===== config.mk =====
export PLATFORM = sky130hd
export DESIGN_NAME = rd_char_assembler
export DESIGN_NICKNAME = d
export VERILOG_FILES = /design/src/rtl/rdasm_pkg.sv /design/src/rtl/rdasm_deskew.sv /design/src/rtl/rdasm_strobe.sv /design/src/rtl/rd_char_assembler.sv
export SDC_FILE = /design/constraint.sdc
export NUM_CORES = 1
export LEC_CHECK = 0
export BUFFER_PORTS_ARGS = -buffer_cell sky130_fd_sc_hd__buf_4
export CAP_MARGIN = 20
export CORE_ASPECT_RATIO = 0.9
export CORE_MARGIN = 4
export CORE_UTILIZATION = 54
export DETAILED_ROUTE_END_ITERATION = 16
export GPL_ROUTABILITY_DRIVEN = 1
export PLACE_DENSITY = 0.72
export SLEW_MARGIN = 10
export SYNTH_ARGS = -nofsm -noshare
export SYNTH_HDL_FRONTEND = slang
export SYNTH_SLANG_ARGS = --single-unit

===== constraint.sdc =====
create_clock -name clk -period 1.77 [get_ports clk]
set_input_delay 0.354 -clock clk [delete_from_list [all_inputs] [get_ports clk]]
set_output_delay 0.354 -clock clk [all_outputs]
set_load 0.05 [all_outputs]

===== src/rtl/rdasm_pkg.sv =====
package rdasm_pkg;

    localparam int CTL_CNT_W = 16;

    typedef enum logic [1:0] {
        ST_IDLE = 2'd0,
        ST_WAIT = 2'd1,
        ST_EMIT = 2'd2
    } strobe_st_e;

    typedef struct packed {
        strobe_st_e             st;
        logic [CTL_CNT_W-1:0]   cnt;
    } strobe_ctl_t;

    function automatic logic [CTL_CNT_W-1:0] cycles_to_load(input int unsigned n);
        return CTL_CNT_W'(n - 1);
    endfunction

endpackage


===== src/rtl/rdasm_deskew.sv =====
module rdasm_deskew
    import rdasm_pkg::*;
#(
    parameter int unsigned MAXD  = 8,
    parameter int unsigned DF    = 0,
    parameter int unsigned DR    = 0,
    parameter bit          BIDIR = 1'b1
) (
    input  logic clk,
    input  logic rst,
    input  logic clr,
    input  logic trk,
    input  logic fwd,
    output logic ev
);
    logic            trk_q;
    logic [MAXD:0]   line_q;
    logic            fall;

    assign fall = trk_q & ~trk;

    always_ff @(posedge clk) begin
        if (rst || clr) begin
            trk_q  <= 1'b0;
            line_q <= '0;
        end else begin
            trk_q  <= trk;
            line_q <= {line_q[MAXD-1:0], fall};
        end
    end

    generate
        if (BIDIR) begin : g_bidir
            assign ev = fwd ? line_q[DF] : line_q[DR];
        end else begin : g_fwd_only
            logic unused_dir;
            assign unused_dir = fwd;
            assign ev = line_q[DF];
        end
    endgenerate

endmodule


===== src/rtl/rdasm_strobe.sv =====
module rdasm_strobe
    import rdasm_pkg::*;
#(
    parameter int unsigned NTRK      = 7,
    parameter int unsigned STROBE_HI = 6,
    parameter int unsigned STROBE_LO = 10,
    parameter int unsigned PULSE_W   = 4
) (
    input  logic            clk,
    input  logic            rst,
    input  logic            en,
    input  logic [NTRK-1:0] ev,
    input  logic            dens_hi,
    output logic [NTRK-1:0] chr_data,
    output logic            chr_clk
);
    localparam logic [CTL_CNT_W-1:0] HI_LD = cycles_to_load(STROBE_HI);
    localparam logic [CTL_CNT_W-1:0] LO_LD = cycles_to_load(STROBE_LO);
    localparam logic [CTL_CNT_W-1:0] PW_LD = cycles_to_load(PULSE_W);

    strobe_ctl_t            ctl_q;
    logic [NTRK-1:0]        asm_q;
    logic [NTRK-1:0]        data_q;
    logic                   clk_q;
    logic [NTRK-1:0]        acc;
    logic [CTL_CNT_W-1:0]   wait_ld;

    assign acc     = asm_q | ev;
    assign wait_ld = dens_hi ? HI_LD : LO_LD;

    always_ff @(posedge clk) begin
        if (rst || !en) begin
            ctl_q.st  <= ST_IDLE;
            ctl_q.cnt <= '0;
            asm_q     <= '0;
            data_q    <= '0;
            clk_q     <= 1'b0;
        end else begin
            unique case (ctl_q.st)
                ST_IDLE: begin
                    asm_q <= acc;
                    if (|ev) begin
                        ctl_q.st  <= ST_WAIT;
                        ctl_q.cnt <= wait_ld;
                    end
                end
                ST_WAIT: begin
                    if (ctl_q.cnt == '0) begin
                        ctl_q.st  <= ST_EMIT;
                        ctl_q.cnt <= PW_LD;
                        data_q    <= acc;
                        clk_q     <= 1'b1;
                        asm_q     <= '0;
                    end else begin
                        ctl_q.cnt <= ctl_q.cnt - CTL_CNT_W'(1);
                        asm_q     <= acc;
                    end
                end
                ST_EMIT: begin
                    asm_q <= acc;
                    if (ctl_q.cnt == '0) begin
                        clk_q  <= 1'b0;
                        data_q <= '0;
                        if (|acc) begin
                            ctl_q.st  <= ST_WAIT;
                            ctl_q.cnt <= wait_ld;
                        end else begin
                            ctl_q.st  <= ST_IDLE;
                        end
                    end else begin
                        ctl_q.cnt <= ctl_q.cnt - CTL_CNT_W'(1);
                    end
                end
                default: begin
                    ctl_q.st <= ST_IDLE;
                end
            endcase
        end
    end

    assign chr_data = data_q;
    assign chr_clk  = clk_q;

endmodule


===== src/rtl/rd_char_assembler.sv =====
module rd_char_assembler
    import rdasm_pkg::*;
#(
    parameter int unsigned NTRK      = 7,
    parameter int unsigned MAX_SKEW  = 8,
    parameter bit          BIDIR     = 1'b1,
    parameter int unsigned FWD_SKEW [NTRK] = '{0, 3, 1, 5, 2, 4, 6},
    parameter int unsigned REV_SKEW [NTRK] = '{6, 4, 2, 0, 5, 3, 1},
    parameter int unsigned STROBE_HI = 6,
    parameter int unsigned STROBE_LO = 10,
    parameter int unsigned PULSE_W   = 4
) (
    input  logic            clk,
    input  logic            rst,
    input  logic            rd_en,
    input  logic [NTRK-1:0] trk_in,
    input  logic            dir_fwd,
    input  logic            dens_hi,
    output logic [NTRK-1:0] chr_data,
    output logic            chr_clk
);
    logic [NTRK-1:0] ev;

    generate
        for (genvar g = 0; g < NTRK; g++) begin : g_trk
            rdasm_deskew #(
                .MAXD  (MAX_SKEW),
                .DF    (FWD_SKEW[g]),
                .DR    (REV_SKEW[g]),
                .BIDIR (BIDIR)
            ) u_dsk (
                .clk (clk),
                .rst (rst),
                .clr (!rd_en),
                .trk (trk_in[g]),
                .fwd (dir_fwd),
                .ev  (ev[g])
            );
        end
    endgenerate

    rdasm_strobe #(
        .NTRK      (NTRK),
        .STROBE_HI (STROBE_HI),
        .STROBE_LO (STROBE_LO),
        .PULSE_W   (PULSE_W)
    ) u_strobe (
        .clk      (clk),
        .rst      (rst),
        .en       (rd_en),
        .ev       (ev),
        .dens_hi  (dens_hi),
        .chr_data (chr_data),
        .chr_clk  (chr_clk)
    );

endmodule


==> key figures <==
Worst hold path
  – Worst min path class: input port to register

Detailed routing
  – Post-DRT Antenna Nets: 0
  – DR vias/cell: 5.70
  – DRC marker count from the first detailed-route iteration: 131
  – DRC viols: 0
  – WL/cell: 16.0 um
  – Detailed Route WL: 7770 um
  – DR pass1 iterations: 5
  – Routed via count: 2771

Outcome
  – Status: finished, violations left
  – Failing checks: setup timing

Critical path
  – Req. time, crit path: 1980 ps
  – Type of the worst setup path: register to register
  – CP Capture Type: register
  – Worst EP arrival: 2120 ps
  – Worst Path Max Fanout: 4
  – Startpoint Class: register

Place
  – PortBufs: 19
  – DPL Wire Length: 4780 um
  – Setup slack at placement: -293 ps
  – Gpl congestion: 0.906
  – Placed cells: 455

CTS
  – Worst-path clk slew: 80 ps
  – Clock sink count: 79
  – Total CTS buffers: 9
  – Max clock buf depth: 2
  – CTS tree: done
  – H-tree depth: 3
  – CTS root buf: clkbuf_8
  – Worst skew pair latency: 340 ps

Global route
  – Initial antenna violation count: 0
  – Vias in the first global route: 2639
  – First-pass GRT wire length: 12100 um
  – GRT overflow: 0
  – GRT Total Usage: 0.214
  – Largest net degree at the start of global routing: 41

STA
  – Relative slew slack: 0.694
  – Tcrit/Tclk final: 1.08
  – Setup ws final: -136 ps
  – Total negative slack: -1400 ps
  – Fin crit period: 1910 ps
  – RSZ-0062 raised after global routing: true
  – F_max: 525 MHz
  – Final Hold Fails: 0
  – Clock Skew: 4.73 ps
  – Worst hold margin: 164 ps
  – Slew Limit Fails: 0
  – Worst slew pin tran: 458 ps
  – # setup viols final: 21

Floorplan
  – Row Count: 26
  – DIE HEIGHT: 81.4 um
  – Die ar.: 7290 um2
  – Core Area: 5760 um2
  – I/O pin count: 20
  – Starting Density: 0.561
  – Die X: 89.6 um

Cells and area
  – Core Util, Final: 0.777
  – Fill count: 357
  – Layout area overhead: 38.4%
  – Area of the multi-input gates: 1830 um2
  – Antenna diode instance count: 0
  – Nets: 429
  – Fraction of layout instances using a drive strength above 1: 0.433
  – Final Non-Filler Cells: 486
  – Sequential Area: 1590 um2

Power
  – Leak: 1.88 nW
  – PwrDens: 825 nW/um2
  – Worst VDD drop: 0.749 mV

Logic synthesis
  – Asr flop ratio synth: 0
  – Number of synthesized flops with an enable pin: 0
  – Syn Area/Cell: 9.80 um2
  – Synth Flop Type: dfxtp_1
  – Mapped Nets: 348
  – Seq/Total Area, Yosys: 0.489
  – Mapped Area: 3230 um2
  – Yosys warning count: 0
  – Yosys reg bits: 79
  – Synth cell types: 60
  – Cells after Synth: 330

Run
  – Max Cap Viol: 0
[path summary, 6_finish.rpt]
path / start / end / slack (ps) / cells after the start
setup / recovery: u_strobe.ctl_q[0] / u_strobe.ctl_q[14] / -140 / 9
hold / removal: trk_in[3] / g_trk[3].u_dsk.line_q[0] / 160 / 2
setup reg to reg: u_strobe.ctl_q[0] / u_strobe.ctl_q[14] / -140 / 9
hold reg to reg: g_trk[3].u_dsk.line_q[4] / g_trk[3].u_dsk.line_q[5] / 430 / 1
[synth_stat cells (all sizes together) (8+ instances only)]
master,n,area (um2)
a21oi,16,83.8
a22oi,13,97.6
a31oi,8,56.3
and2,41,257
clkbuf,8,30.0
dfxtp,79,1580
inv,14,52.6
nand2,16,60.1
nor2,24,92.6
nor3,8,56.3
nor3b,8,60.1
nor4,11,115
o21ai,17,88.8
[metrics by stage]
step	power, W	cell area, um2
2_1_floorplan	0.00202	3270
3_3_place_gp	0.00214	3800
3_5_place_dp	0.00215	3800
4_1_cts	0.00366	4270
5_1_grt	0.00382	4470
6_report	0.00369	4470
[flip-flops by register name (all words and copies together), names as in the netlist]
name and flops:
g_trk.u_dsk.line_q 39, u_strobe.ctl_q 18, g_trk.u_dsk.trk_q 7, u_strobe.asm_q 7, u_strobe.chr_data 7, u_strobe.chr_clk 1
[metal layers]
| layer | wire [um] | track usage | up-vias | share of wire |
|---|---|---|---|---|
| met2 | 3680 | 0.334 | 108 | 0.47 |
| met1 | 3490 | 0.295 | 1323 | 0.45 |
| met5 | 0 | 0 | - | 0 |
| li1 | - | - | 1324 | - |
| met4 | 104 | 0.0699 | 0 | 0.013 |
| met3 | 491 | 0.0467 | 16 | 0.063 |
[area by class of cell]
class	count	share of cell area
multi-input combinational	223	0.410
sequential	79	0.356
timing repair buffer	84	0.154
clock buffer	10	0.0285
clock inverter	6	0.0207
tap	70	0.0196
inverter	14	0.0117
[placed cells by master, fill, tap and decap left out, types with 3 or more instances in the layout]
cell type	n
nor3b_1	8
a22oi_2	6
nor3_4	4
dfxtp_2	5
inv_1	9
a22oi_1	7
inv_2	5
nand2_1	11
a21oi_1	13
a21oi_2	3
mux2_4	3
nor2_4	3
nor3_1	4
o21ai_2	5
dfxtp_1	73
nor2_1	20
nor4_4	8
clkbuf_8	9
nand4_1	4
buf_6	12
nand2_2	4
buf_4	71
nor4_2	3
and2_1	41
or2_2	5
o21ai_1	9
nand3_1	5
a31oi_1	6
[timing repair]
action,4_1_cts,5_1_grt
hold buffers,0,0
cloned,0,0
buffers inserted,11,4
setup endpoints to repair,30,33
pin swaps,15,12
resized for setup,41,34
[cell families (layout without fill, tap and decap cells)]
logic type                 after synthesis  in the layout  share of synthesized area
adders and majority gates                6              6                     0.0232
muxes                                    6              6                     0.0232
AOI/OAI and AO/OA                       72             72                      0.155
DFF                                     79             79                      0.489
buffers and inverters                   28            114                     0.0414
and+or+nand+nor                        139            139                      0.268
[where the power goes]
| part | leakage, nW | switching [W] | internal [W] | total [W] |
|---|---|---|---|---|
| combinational | 1.13 | 0.000220 | 0.000212 | 0.000432 |
| clock | 0.104 | 0.000658 | 0.000804 | 0.00146 |
| sequential | 0.641 | 0.00000878 | 0.00179 | 0.00180 |
[critical path, stage by stage, from the launching register on]
cell and delay [ps]:
dfxtp_2 330, inv_2 70, ha_4 140, buf_6 80
or4b_4 480, nor3_4 230, buf_6 160, nand3_2 70
nand4_1 100, o221ai_1 130
Power figures use the tool's default switching activity.
